[src/rtl/nbr_pkg.sv]
package nbr_pkg;

    typedef enum logic [1:0] {
        STEP_LOAD     = 2'd0,
        STEP_FAST     = 2'd1,
        STEP_SLOW     = 2'd2,
        STEP_SLOW_ALT = 2'd3
    } step_mode_e;

    typedef struct packed {
        logic direct;    // load target without ramping
        logic use_fast;  // pace at the short interval
        logic hold;      // pacer idle
    } slew_ctl_t;

    // Scale factor 12.5 mV -> 8 mV is 25/16
    localparam int SCALE_NUM   = 25;
    localparam int SCALE_SHIFT = 4;

    function automatic logic is_stepping(input step_mode_e m, input logic manual);
        return (m != STEP_LOAD) && !manual;
    endfunction

endpackage

[src/rtl/nbr_target.sv]
module nbr_target
    import nbr_pkg::*;
#(
    parameter int COARSE_W   = 8,
    parameter int CODE_W     = 8,
    parameter int FLOOR_CODE = 38
) (
    input  logic [COARSE_W-1:0] base_code,
    input  logic [COARSE_W-1:0] offset_code,
    input  logic                manual_en,
    output logic [CODE_W-1:0]   tgt_code
);
    localparam int SUM_W  = COARSE_W + 2;
    localparam int PROD_W = SUM_W + 5;
    localparam logic [PROD_W-1:0] CEIL_P  = PROD_W'((1 << CODE_W) - 1);
    localparam logic [PROD_W-1:0] FLOOR_P = PROD_W'(FLOOR_CODE);

    logic [SUM_W-1:0]  sum_u;
    logic [SUM_W-1:0]  off_ext;
    logic [PROD_W-1:0] prod;
    logic [PROD_W-1:0] scaled;

    always_comb begin
        off_ext = manual_en ? '0 : {{2{offset_code[COARSE_W-1]}}, offset_code};
        sum_u   = {2'b00, base_code} + off_ext;
        if (sum_u[SUM_W-1]) begin
            prod = '0;
        end else begin
            prod = PROD_W'(sum_u) * PROD_W'(SCALE_NUM) + PROD_W'(1 << (SCALE_SHIFT - 1));
        end
        scaled = prod >> SCALE_SHIFT;
        if (scaled > CEIL_P) begin
            tgt_code = CODE_W'(CEIL_P);
        end else if (scaled < FLOOR_P) begin
            tgt_code = CODE_W'(FLOOR_P);
        end else begin
            tgt_code = CODE_W'(scaled);
        end
    end

endmodule

[src/rtl/nbr_pacer.sv]
module nbr_pacer #(
    parameter int FAST_US = 100,
    parameter int SLOW_US = 200
) (
    input  logic clk,
    input  logic rst,
    input  logic us_tick,
    input  logic use_fast,
    input  logic hold,
    output logic step
);
    localparam int SPAN  = (SLOW_US > FAST_US) ? SLOW_US : FAST_US;
    localparam int CNT_W = $clog2(SPAN + 1);

    logic [CNT_W-1:0] cnt_q;
    logic [CNT_W-1:0] limit;

    assign limit = use_fast ? CNT_W'(FAST_US - 1) : CNT_W'(SLOW_US - 1);
    assign step  = us_tick && !hold && (cnt_q >= limit);

    always_ff @(posedge clk) begin
        if (rst || hold) begin
            cnt_q <= '0;
        end else if (us_tick) begin
            if (cnt_q >= limit) begin
                cnt_q <= '0;
            end else begin
                cnt_q <= cnt_q + 1'b1;
            end
        end
    end

endmodule

[src/rtl/nbr_slew.sv]
module nbr_slew #(
    parameter int CODE_W     = 8,
    parameter int FLOOR_CODE = 38
) (
    input  logic              clk,
    input  logic              rst,
    input  logic [CODE_W-1:0] tgt_code,
    input  logic              pvi_mode,
    input  logic              direct,
    input  logic              step,
    output logic [CODE_W-1:0] ref_code,
    output logic              nb_en_n,
    output logic              soft_on,
    output logic              at_tgt
);
    localparam logic [CODE_W-1:0] THRESH = CODE_W'(FLOOR_CODE);

    logic [CODE_W-1:0] ref_q, ref_d;
    logic              soft_q, soft_d;
    logic              en_n_q;
    logic [CODE_W-1:0] toward;

    assign at_tgt = (ref_q == tgt_code);
    assign toward = (ref_q < tgt_code) ? ref_q + 1'b1 : ref_q - 1'b1;

    always_comb begin
        ref_d  = ref_q;
        soft_d = soft_q;
        if (pvi_mode) begin
            ref_d  = '0;
            soft_d = 1'b1;
        end else if (soft_q) begin
            if (at_tgt) begin
                soft_d = 1'b0;
            end else if (step) begin
                ref_d = toward;
            end
        end else if (direct) begin
            ref_d = tgt_code;
        end else if (step && !at_tgt) begin
            ref_d = toward;
        end
    end

    always_ff @(posedge clk) begin
        if (rst) begin
            ref_q  <= '0;
            soft_q <= 1'b1;
            en_n_q <= 1'b1;
        end else begin
            ref_q  <= ref_d;
            soft_q <= soft_d;
            en_n_q <= (ref_d < THRESH);
        end
    end

    assign ref_code = ref_q;
    assign nb_en_n  = en_n_q;
    assign soft_on  = soft_q;

endmodule

[src/rtl/nb_ref_ramp.sv]
module nb_ref_ramp
    import nbr_pkg::*;
#(
    parameter int CODE_W     = 8,
    parameter int COARSE_W   = 8,
    parameter int FAST_US    = 100,
    parameter int SLOW_US    = 200,
    parameter int FLOOR_CODE = 38
) (
    input  logic                clk,
    input  logic                rst,
    input  logic                us_tick,
    input  logic [COARSE_W-1:0] base_code,
    input  logic [COARSE_W-1:0] offset_code,
    input  logic [1:0]          step_mode,
    input  logic                manual_en,
    input  logic                pvi_mode,
    output logic [CODE_W-1:0]   ref_code,
    output logic                nb_en_n
);
    step_mode_e        mode;
    slew_ctl_t         ctl;
    logic [CODE_W-1:0] tgt_code;
    logic              step;
    logic              soft_on;
    logic              at_tgt;

    assign mode = step_mode_e'(step_mode);

    always_comb begin
        ctl.direct   = !is_stepping(mode, manual_en);
        ctl.use_fast = soft_on || (mode == STEP_FAST);
        ctl.hold     = pvi_mode || at_tgt;
    end

    nbr_target #(
        .COARSE_W  (COARSE_W),
        .CODE_W    (CODE_W),
        .FLOOR_CODE(FLOOR_CODE)
    ) u_target (
        .base_code  (base_code),
        .offset_code(offset_code),
        .manual_en  (manual_en),
        .tgt_code   (tgt_code)
    );

    nbr_pacer #(
        .FAST_US(FAST_US),
        .SLOW_US(SLOW_US)
    ) u_pacer (
        .clk     (clk),
        .rst     (rst),
        .us_tick (us_tick),
        .use_fast(ctl.use_fast),
        .hold    (ctl.hold),
        .step    (step)
    );

    nbr_slew #(
        .CODE_W    (CODE_W),
        .FLOOR_CODE(FLOOR_CODE)
    ) u_slew (
        .clk     (clk),
        .rst     (rst),
        .tgt_code(tgt_code),
        .pvi_mode(pvi_mode),
        .direct  (ctl.direct),
        .step    (step),
        .ref_code(ref_code),
        .nb_en_n (nb_en_n),
        .soft_on (soft_on),
        .at_tgt  (at_tgt)
    );

endmodule

[config.mk]
export PLATFORM = sky130hd
export DESIGN_NAME = nb_ref_ramp
export DESIGN_NICKNAME = d
export VERILOG_FILES = /design/src/rtl/nbr_pkg.sv /design/src/rtl/nbr_target.sv /design/src/rtl/nbr_pacer.sv /design/src/rtl/nbr_slew.sv /design/src/rtl/nb_ref_ramp.sv
export SDC_FILE = /design/constraint.sdc
export NUM_CORES = 1
export LEC_CHECK = 0
export BUFFER_PORTS_ARGS = -buffer_cell sky130_fd_sc_hd__clkbuf_2
export CAP_MARGIN = 20
export CORE_ASPECT_RATIO = 1.1
export CORE_MARGIN = 2
export CORE_UTILIZATION = 40
export DETAILED_ROUTE_END_ITERATION = 10
export MAX_ROUTING_LAYER = met4
export PLACE_DENSITY_LB_ADDON = 0.3
export RECOVER_POWER = 50
export SYNTH_ARGS = -nofsm -noshare
export SYNTH_HDL_FRONTEND = slang
export SYNTH_SLANG_ARGS = --single-unit
[constraint.sdc]
create_clock -name clk -period 10.6 [get_ports clk]
set_clock_uncertainty 0.05 [all_clocks]
set_input_delay 0.53 -clock clk [delete_from_list [all_inputs] [get_ports clk]]
set_output_delay 0.53 -clock clk [all_outputs]
set_load 0.005 [all_outputs]
==> metrics.txt, run 1 <==
run status finished clean; capturing point of the worst reg2reg path u_slew.nb_en_n$_SDFF_PP1_; number of antenna violations at the first check in global routing 0; Max Clk Rate 111 MHz; placement row count 32; number of instances in the synthesized netlist 352; number of buffers inserted for hold repair after clock tree synthesis 0; post-CTS setup-driven buffer insertion count 0; Place WS 1480 ps; vias in the first global route around 2600; Worst path top cell family by delay compound AO/OA/AOI/OAI gates; count of yosys warnings during synthesis 0; RePlAce Congestion 0.835; unrepaired setup endpoints after global routing false; sequential area share after synthesis 0.127; Slew @ Worst Pin between 800 and 900 ps; detailed-route wire length per cell 13.2 µm; maximum single-stage delay on the critical path 680 ps; Crit Path Class input pin to flop; sequential cell area 360 µm²; Peak VDD IR approximately 0.09 mV; cell chosen for the clock root sky130_fd_sc_hd__clkbuf_8; Final Max Tran Viols 0; clock insertion delay at the later pin of the skew report 260 ps; CP startpoint kind input pin; Setup violations, final 0; crit path setup slack, layout between 1500 and 2000 ps; mean area per synthesized cell 8.04 µm²; total negative setup slack 0 ps; number of fill cells approximately 730; die outline area 7770 µm²; CTS Sinks 18; count of buffers from port buffering 31; Hold Violations, Final 0; number of distinct library cells after synthesis 52; data required time at the worst endpoint 10680 ps; Final Util 0.453; wire length of the first global-routing pass 10.9 mm; post-CTS resize count 0; Clk pin slew, worst setup/hold paths 70 ps; arrival time at the worst endpoint between 9000 and 10000 ps; number of synthesized flops with an enable pin 0; area leader, netlist sky130_fd_sc_hd__ha_1; count of unresolved DRC violations after routing 0; vias per cell 5.74; Area contributors post-synth sky130_fd_sc_hd__ha_1, sky130_fd_sc_hd__dfxtp_1, sky130_fd_sc_hd__xnor2_1, sky130_fd_sc_hd__nor2_1, sky130_fd_sc_hd__xor2_1; startpoint of the worst setup timing path manual_en; share of post-route cells with drive strength above 1 0.102; number of synthesized register bits 18; Power per Cell Area about 210 nW/µm²; core area 6930 µm²; Async SR Flop Fraction 0; wire length reported by the detailed router 6.18 mm; horizontal extent of the die about 84 µm; TritonCTS clock tree yes; drt first-iter violations 87; leakage approximately 0.0015 µW; die height just over 90 µm; multi-input logic area 2370 µm²; largest net degree at the start of global routing 17; Detail Route Antenna Nets 0; DRT Pass-1 Iters 4; reg2reg setup slack just under 7000 ps; Vias about 2700; netlist area before placement 2830 µm²; most prevalent standard cell on the critical path sky130_fd_sc_hd__ha_1; count of cell instances traversed by the critical path 37; Tcrit/Tclk final 0.852; count of boundary I/O pins 32; worst-path maximum fanout 16; Detail Placement HPWL 5.17 mm; count of buffer and inverter cells on the critical path 3; GRT Residual Overflow 0; area delta synth->final 10.8%; Final min period 9030 ps; total CTS buffers 3; Longest Clk Path Bufs 2; Total Nets Final 472; relative slew slack 0.424; CTS H-Tree Depth 1; Worst Setup End Kind flop; Max Cap Violations 0; Primary FF master, synth sky130_fd_sc_hd__dfxtp_1; reg2reg path depth 15; syn_nets between 400 and 500; post-synth top area share 0.261; cell with the biggest individual delay on the critical path sky130_fd_sc_hd__nor2_1; gr usage total 0.169; launch point of the worst reg-to-reg path u_slew.ref_code[1]$_SDFF_PP0_; Starting Density 0.409; critical path capture point u_slew.nb_en_n$_SDFF_PP1_; worst hold path class flop to flop; antenna diode count 0
-- registers in the layout, summed over array words and instances (netlist names) --
register	flops
u_pacer.cnt_q	8
u_slew.nb_en_n	1
u_slew.ref_code	8
u_slew.soft_on	1
-- worst reg2reg max path, stage by stage (launching register included) --
cell and delay [ps]:
sky130_fd_sc_hd__dfxtp_1 440, sky130_fd_sc_hd__ha_1 280, sky130_fd_sc_hd__nor2b_1 130, sky130_fd_sc_hd__o211ai_1 170, sky130_fd_sc_hd__a21oi_1 90, sky130_fd_sc_hd__a211oi_1 450
sky130_fd_sc_hd__inv_1 260, sky130_fd_sc_hd__ha_1 370, sky130_fd_sc_hd__a21oi_1 180, sky130_fd_sc_hd__a21boi_0 110, sky130_fd_sc_hd__o21a_1 190, sky130_fd_sc_hd__o41ai_1 340
sky130_fd_sc_hd__xnor2_1 190, sky130_fd_sc_hd__mux2i_1 100, sky130_fd_sc_hd__a211oi_1 330, sky130_fd_sc_hd__a211oi_2 80
-- layer usage --
| layer | vias to the layer above | wire length [µm] | track usage |
|---|---|---|---|
| met2 | 51 | 3150 | 0.305 |
| li1 | 1354 | - | - |
| met4 | 0 | 122 | 0.0551 |
| met3 | 9 | 175 | 0.00810 |
| met1 | 1277 | 2730 | 0.202 |
| met5 | - | 0 | - |
-- power by group --
part	leakage, µW	total (µW)	internal (µW)	switching, µW
Combinational	0.00131	528	217	311
Sequential	0.000145	68.2	67.9	0.309
Clock	0.0000288	57.8	33.1	24.7
Total	0.00149	654	318	336
-- logic make-up (layout without fill, tap and decap cells) --
group,count (synthesis),count (layout),share of synthesized area
flip-flops,18,18,0.127
multiplexers,2,2,0.00707
XOR/XNOR,30,30,0.0928
AO/OA/AOI/OAI,85,85,0.212
adder cells (fa/ha/maj),64,64,0.296
AND/OR/NAND/NOR,126,126,0.229
buffers and inverters,27,59,0.0362
-- cells in the mapped netlist, drive strengths merged, types with 2 or more instances --
library cell  number
o21a               4
nor3              13
nor2              34
ha                59
nand2b             7
xnor2             16
nand3b             2
clkbuf             3
a21o               9
a221oi             3
o22ai              3
o21ai             16
a21oi             16
mux2i              2
nand3             11
o211ai             6
nand2             20
o311ai             6
a211oi            11
nand4              5
nor2b             17
dfxtp             18
a21boi             2
and3               3
and2               2
xor2              14
fa                 5
inv               23
or3b               2
nor4               4
-- area by class of cell --
type                       count  area share
multi-input combinational    307       0.755
tap                           85      0.0339
sequential                    18       0.115
inverter                      23      0.0275
clock buffer                   4      0.0176
timing repair buffer          32      0.0511
-- cells in the final DEF (no fill, tap or decap), types with 6 or more instances in the layout --
master and count:
sky130_fd_sc_hd__nand2_1 19, sky130_fd_sc_hd__nand2b_1 7, sky130_fd_sc_hd__a21o_1 9, sky130_fd_sc_hd__xor2_1 14, sky130_fd_sc_hd__ha_1 59, sky130_fd_sc_hd__o211ai_1 6
sky130_fd_sc_hd__nand3_1 11, sky130_fd_sc_hd__xnor2_1 16, sky130_fd_sc_hd__nor2_1 34, sky130_fd_sc_hd__a21oi_1 15, sky130_fd_sc_hd__o21ai_0 12, sky130_fd_sc_hd__nor3_1 13
sky130_fd_sc_hd__a211oi_1 9, sky130_fd_sc_hd__dfxtp_1 18, sky130_fd_sc_hd__inv_1 23, sky130_fd_sc_hd__clkbuf_2 29, sky130_fd_sc_hd__nor2b_1 17
-- worst min path at each step --
stage / from / endpoint / slack (ps) / cells after the start
floorplan: u_pacer.cnt_q[7]$_SDFFE_PP0P_ / u_pacer.cnt_q[7]$_SDFFE_PP0P_ / 440 / 2
global placement: u_pacer.cnt_q[7]$_SDFFE_PP0P_ / u_pacer.cnt_q[7]$_SDFFE_PP0P_ / 470 / 2
detailed placement: u_slew.soft_on$_SDFF_PP1_ / u_slew.soft_on$_SDFF_PP1_ / 470 / 2
CTS: u_slew.soft_on$_SDFF_PP1_ / u_slew.soft_on$_SDFF_PP1_ / 490 / 2
global route: rst / u_slew.ref_code[4]$_SDFF_PP0_ / 510 / 2
finish: u_pacer.cnt_q[7]$_SDFFE_PP0P_ / u_pacer.cnt_q[7]$_SDFFE_PP0P_ / 480 / 2
-- stage by stage --
stage / hold WS (ps) / cell area (µm²) / cells / total power, µW
after global placement: 466 / 3080 / 465 / 592
after floorplan: 435 / 2830 / 352 / 498
after CTS: 490 / 3140 / 469 / 661
final: 477 / 3140 / 469 / 654
after global routing: 506 / 3140 / 469 / 731
after detailed placement: 472 / 3080 / 465 / 595
Power figures use the tool's default switching activity.
==> run 2: changes to the inputs <==
ABC_AREA = 1   (was not set)
PLACE_DENSITY = 0.69   (was not set)
PLACE_DENSITY_LB_ADDON = not set   (was 0.3)
==> metrics.txt, run 2 <==
vias in the first global route 2679 (+4.0%); gr usage total 0.170 (+0.000340); cell with the biggest individual delay on the critical path sky130_fd_sc_hd__ha_1; count of unresolved DRC violations after routing 0 (unchanged); launch point of the worst reg-to-reg path u_slew.ref_code[0]$_SDFFE_PP0P_; area delta synth->final 9.11%; total CTS buffers 3 (unchanged); Layout Cells excl Fill 587 (+25%); sequential area share after synthesis 0.118 (-0.00904); net switching power of the design 367 µW (+9.1%); unrepaired setup endpoints after global routing false; Async SR Flop Fraction 0 (unchanged); cell chosen for the clock root sky130_fd_sc_hd__clkbuf_8; Setup violations, final 0 (unchanged); run status finished clean; netlist area before placement 3050 µm² (+7.6%); Max Clk Rate 126 MHz (+13%); data required time at the worst endpoint 10710 ps (+30 ps); mean area per synthesized cell 6.53 µm² (-19%); CP startpoint kind input pin; worst-path maximum fanout 10 (-6); Tcrit/Tclk final 0.752 (-0.100); Final min period 7970 ps (-1060 ps); Starting Density 0.410 (+0.00132); clock insertion delay at the later pin of the skew report 250 ps (about the same); DRT Pass-1 Iters 4 (unchanged); largest net degree at the start of global routing 12 (-5); maximum single-stage delay on the critical path 420 ps (-260 ps); syn_nets 554 (+26%); Peak VDD IR 0.0851 mV (-6.7%); core area 7430 µm² (+7.3%); Primary FF master, synth sky130_fd_sc_hd__dfxtp_1; Longest Clk Path Bufs 2 (unchanged); post-CTS setup-driven buffer insertion count 0 (unchanged); Clock power frac 0.083 (-0.005); worst hold path class input pin to flop; most used cells in the layout excluding fill and tap cells sky130_fd_sc_hd__nand2_1, sky130_fd_sc_hd__inv_1, sky130_fd_sc_hd__ha_1; count of yosys warnings during synthesis 0 (unchanged); number of antenna violations at the first check in global routing 0 (unchanged); Vias 2943 (+9.4%); number of distinct library cells after synthesis 36 (-31%); TritonCTS clock tree yes; number of buffers inserted for hold repair after clock tree synthesis 0 (unchanged); CTS H-Tree Depth 1 (unchanged); Total Nets Final 588 (+25%); horizontal extent of the die 87.2 µm (+3.6%); count of boundary I/O pins 32 (unchanged); count of buffers from port buffering 31 (unchanged); GRT Residual Overflow 0 (unchanged); antenna diode count 0 (unchanged); wire length of the first global-routing pass 11.3 mm (+3.5%); most frequent standard cell in the layout excluding fill and tap cells sky130_fd_sc_hd__nand2_1; arrival time at the worst endpoint 8070 ps (-1040 ps); Area contributors post-synth sky130_fd_sc_hd__ha_1, sky130_fd_sc_hd__nand2_1, sky130_fd_sc_hd__dfxtp_1, sky130_fd_sc_hd__inv_1, sky130_fd_sc_hd__a21oi_1; area leader, netlist sky130_fd_sc_hd__ha_1; worst min-delay path startpoint rst; capturing point of the worst reg2reg path u_slew.nb_en_n$_SDFF_PP1_; top-count cell post-synth sky130_fd_sc_hd__nand2_1; share of post-route cells with drive strength above 1 0.108 (+0.00644); wire length reported by the detailed router 6.67 mm (+8.0%); number of placed instances with taps included 583 (+25%); total negative setup slack 0 ps (unchanged); die height 95.6 µm (+3.6%); post-CTS resize count 0 (unchanged); RePlAce Congestion 0.900 (+7.9%); relative slew slack 0.711 (+0.287); number of synthesized flops with an enable pin 0 (unchanged); Final Max Tran Viols 0 (unchanged); number of stages on the worst hold path 2 (unchanged); Hold Violations, Final 0 (unchanged); Worst Setup End Kind flop; drt first-iter violations 83 (-4.6%); Clk pin slew, worst setup/hold paths 70 ps (about the same); sequential group share of total power 0.101 (-0.003); detailed-route wire length per cell 11.4 µm (-14%); combinational share of power 0.816 (+0.009); Detail Route Antenna Nets 0 (unchanged); Max Cap Violations 0 (unchanged); most prevalent standard cell on the critical path sky130_fd_sc_hd__nand2_1; number of synthesized register bits 18 (unchanged); Hold Path End u_slew.ref_code[4]$_SDFF_PP0_; fraction of power spent switching nets 0.542 (+0.0279); Power per Cell Area 204 nW/µm² (-2.4%); Slew @ Worst Pin 428 ps (-433 ps); reg2reg path depth 19 (+4); reg2reg setup slack 7310 ps (+580 ps); vias per cell 5.01 (-13%); Crit Path Class input pin to flop; placement row count 33 (+3.1%); Internal Pwr Total 310 µW (-2.4%); Detail Placement HPWL 5.91 mm (+14%); Total Power 677 µW (+3.5%); post-synth top area share 0.242 (-0.0185); leakage 0.00187 µW (+26%); number of fill cells 789 (+8.5%); number of instances in the synthesized netlist 467 (+33%); die outline area 8330 µm² (+7.3%); CTS Sinks 18 (unchanged); most frequent cells after synthesis sky130_fd_sc_hd__nand2_1, sky130_fd_sc_hd__inv_1, sky130_fd_sc_hd__ha_1
==> run 2: changes by cell type after synthesis, sizes merged, moves of 5 or more <==
| cell | delta |
|---|---|
| or2 | +5 |
| a21o | -7 |
| a211oi | -11 |
| nor2 | +17 |
| nand2 | +93 |
| xnor2 | -6 |
| inv | +62 |
| o311ai | -5 |
| nor2b | -17 |
| nand2b | -7 |
| a21oi | +19 |
| nor3 | -5 |
| nand3 | +7 |
==> run 2: logic make-up (layout without fill, tap and decap cells) <==
| group | after synthesis | count (layout) | synth area share |
|---|---|---|---|
| AOI/OAI and AO/OA | 70 | 70 | 0.136 |
| DFF | 18 | 18 | 0.118 |
| buffers and inverters | 87 | 120 | 0.110 |
| and+or+nand+nor | 206 | 206 | 0.298 |
| adders and majority gates | 64 | 64 | 0.275 |
| xor gates and xnor gates | 22 | 22 | 0.0632 |
==> run 2: stage by stage <==
stage          cell area [µm²]  setup slack (ps)   util  hold WS, ps
3_3_place_gp              3300              2850  0.443          437
6_report                  3330              2630  0.447          446
3_5_place_dp              3300              2710  0.443          446
5_1_grt                   3330              1890  0.447          449
4_1_cts                   3350              2970  0.451          442
2_1_floorplan             3050              3570      -          417
==> run 2: how the worst max path moves through the flow <==
stage | from | end | slack (ps) | cells past startpoint
2_1_floorplan | offset_code[0] | u_slew.nb_en_n$_SDFF_PP1_ | 3570 | 47
3_3_place_gp | manual_en | u_slew.nb_en_n$_SDFF_PP1_ | 2850 | 49
3_5_place_dp | manual_en | u_slew.nb_en_n$_SDFF_PP1_ | 2710 | 49
4_1_cts | manual_en | u_slew.nb_en_n$_SDFF_PP1_ | 2970 | 49
5_1_grt | manual_en | u_slew.nb_en_n$_SDFF_PP1_ | 1890 | 47
6_report | manual_en | u_slew.nb_en_n$_SDFF_PP1_ | 2630 | 47
==> run 2: power groups by stage <==
stage / Sequential [µW] / Combinational (µW) / Clock, µW
2_1_floorplan: 69.8 / 462 / 0
3_3_place_gp: 69.9 / 552 / 0
3_5_place_dp: 69.9 / 566 / 0
4_1_cts: 68.3 / 572 / 58.0
5_1_grt: 68.4 / 636 / 61.0
6_report: 68.4 / 552 / 56.3
==> run 2: area by class of cell <==
cell class	instances	area, µm²	area share
Clock buffer	4	55.1	0.0166
Inverter	85	319	0.0959
Multi-Input combinational cell	362	2330	0.702
Sequential cell	18	360	0.108
Tap cell	87	109	0.0327
Timing Repair Buffer	31	149	0.0448
==> run 2: worst max-delay path, delay by kind of cell <==
kind / cells / cell delay, ps
AOI/OAI and AO/OA: 13 / 2010
xor gates and xnor gates: 1 / 360
adders and majority gates: 8 / 2530
buffers and inverters: 6 / 500
and+or+nand+nor: 19 / 2110
==> run 2: layer usage <==
| metal | vias to the layer above | global-route usage | part of all wire |
|---|---|---|---|
| met2 | 42 | 0.322 | 0.52 |
| met1 | 1315 | 0.197 | 0.45 |
| met5 | - | - | 0 |
| met3 | 7 | 0.00606 | 0.023 |
| met4 | 0 | 0.0397 | 0.012 |
| li1 | 1579 | - | - |
==> run 3: changes to the inputs <==
clock period = 8.25 ns   (was 10.6 ns; I/O delays follow)
==> metrics.txt, run 3 (synthesis gave the netlist of run 2 again) <==
run status finished clean; most used cells in the layout excluding fill and tap cells sky130_fd_sc_hd__nand2_1, sky130_fd_sc_hd__inv_1, sky130_fd_sc_hd__ha_1; Internal Pwr Total 405 µW (+31%); Starting Density 0.410 (unchanged); TritonCTS clock tree yes; Detail Route Antenna Nets 0 (unchanged); Final min period 7520 ps; Detail Placement HPWL 5.81 mm (-1.8%); Max Cap Violations 0 (unchanged); gr usage total 0.167 (-0.00322); count of unresolved DRC violations after routing 0 (unchanged); most frequent standard cell in the layout excluding fill and tap cells sky130_fd_sc_hd__nand2_1; DRT Pass-1 Iters 4 (unchanged); Clock power frac 0.082 (about the same); number of buffers inserted for hold repair after clock tree synthesis 0 (unchanged); Slew @ Worst Pin 395 ps (-33.4 ps); post-CTS resize count 0 (unchanged); Worst Setup End Kind flop; vias per cell 5.04 (+0.54%); relative slew slack 0.734 (+0.0226); clock insertion delay at the later pin of the skew report 260 ps (about the same); CTS H-Tree Depth 1 (unchanged); worst hold path class input pin to flop; combinational share of power 0.820 (+0.004); Max Clk Rate 133 MHz; vias in the first global route 2721 (+1.6%); Final Max Tran Viols 0 (unchanged); leakage 0.00188 µW (+0.38%); unrepaired setup endpoints after global routing false; worst-path maximum fanout 10 (unchanged); maximum single-stage delay on the critical path 430 ps (about the same); RePlAce Congestion 0.904 (+0.42%); net switching power of the design 492 µW (+34%); Tcrit/Tclk final 0.912; GRT Residual Overflow 0 (unchanged); Clk pin slew, worst setup/hold paths 70 ps (about the same); detailed-route wire length per cell 11.5 µm (+1.3%); die outline area 8330 µm² (unchanged); largest net degree at the start of global routing 12 (unchanged); total negative setup slack 0 ps (unchanged); drt first-iter violations 79 (-4.8%); fraction of power spent switching nets 0.548 (+0.00644); total CTS buffers 3 (unchanged); post-CTS setup-driven buffer insertion count 0 (unchanged); arrival time at the worst endpoint 7630 ps (-440 ps); Hold Violations, Final 0 (unchanged); share of post-route cells with drive strength above 1 0.116 (+0.00777); count of buffers from port buffering 31 (unchanged); data required time at the worst endpoint 8360 ps (-2350 ps); horizontal extent of the die 87.2 µm (unchanged); Total Nets Final 589 (+0.17%); final hold slack 321 ps (-125 ps); Crit Path Class input pin to flop; core area 7430 µm² (unchanged); placement row count 33 (unchanged); Vias 2964 (+0.71%); count of boundary I/O pins 32 (unchanged); Power per Cell Area 268 nW/µm² (+31%); sequential group share of total power 0.098 (-0.003); Longest Clk Path Bufs 2 (unchanged); most prevalent standard cell on the critical path sky130_fd_sc_hd__nand2_1; wire length reported by the detailed router 6.77 mm (+1.5%); Setup violations, final 0 (unchanged); number of antenna violations at the first check in global routing 0 (unchanged); CP startpoint kind input pin; wire length of the first global-routing pass 11.2 mm (-0.55%); Total Power 896 µW (+32%); cell with the biggest individual delay on the critical path sky130_fd_sc_hd__ha_1; Peak VDD IR 0.132 mV (+55%); CTS Sinks 18 (unchanged); area delta synth->final 9.93%; antenna diode count 0 (unchanged); die height 95.6 µm (unchanged); number of fill cells 771 (-2.3%); cell chosen for the clock root sky130_fd_sc_hd__clkbuf_8
==> run 3: layout make-up <==
class	count	area (µm²)	share of cell area
multi-input cells	362	2350	0.702
flip-flops and latches	18	360	0.108
inverters	85	319	0.0952
repair buffers	32	155	0.0463
well taps	87	109	0.0325
clock buffers	4	55.1	0.0164
==> run 3: per-layer routing <==
metal,wire length (µm),global-route usage,vias up,share of wire
met5,0,-,-,0
met4,78,0.0397,0,0.012
met3,182,0.00952,12,0.027
met2,3480,0.313,51,0.51
met1,3030,0.193,1330,0.45
li1,-,-,1571,-
==> run 3: worst paths after layout <==
kind              slack [ps]                            start                       endpoint  cells past startpoint
setup reg to reg        4950  u_slew.ref_code[0]$_SDFFE_PP0P_      u_slew.nb_en_n$_SDFF_PP1_                     19
hold reg to reg          450    u_pacer.cnt_q[1]$_SDFFE_PP0P_  u_pacer.cnt_q[1]$_SDFFE_PP0P_                      2
hold / removal           320                              rst  u_slew.ref_code[3]$_SDFF_PP0_                      2
setup / recovery         730                        manual_en      u_slew.nb_en_n$_SDFF_PP1_                     47
==> run 3: stage by stage <==
| step | instance area (µm²) | std cells | utilization | setup slack, ps |
|---|---|---|---|---|
| after floorplan | 3050 | 467 | - | 1340 |
| after global placement | 3300 | 584 | 0.444 | 714 |
| after detailed placement | 3300 | 584 | 0.444 | 473 |
| after CTS | 3360 | 588 | 0.452 | 720 |
| after global routing | 3350 | 588 | 0.451 | 6.38 |
| final | 3350 | 588 | 0.451 | 728 |
==> run 3: power by group through the flow <==
stage | Sequential, µW | Combinational, µW | Clock (µW)
6_report | 87.8 | 735 | 73.3
3_3_place_gp | 89.8 | 712 | 0
3_5_place_dp | 89.8 | 732 | 0
2_1_floorplan | 89.7 | 593 | 0
5_1_grt | 87.8 | 837 | 78.8
4_1_cts | 87.8 | 739 | 74.1
==> run 3: worst max-delay path: cells and delay by family <==
family          cells  cell delay, ps
buf+inv             6             510
xor+xnor            1             350
fa+ha+maj           8            2570
compound gates     13            1800
simple gates       19            1980
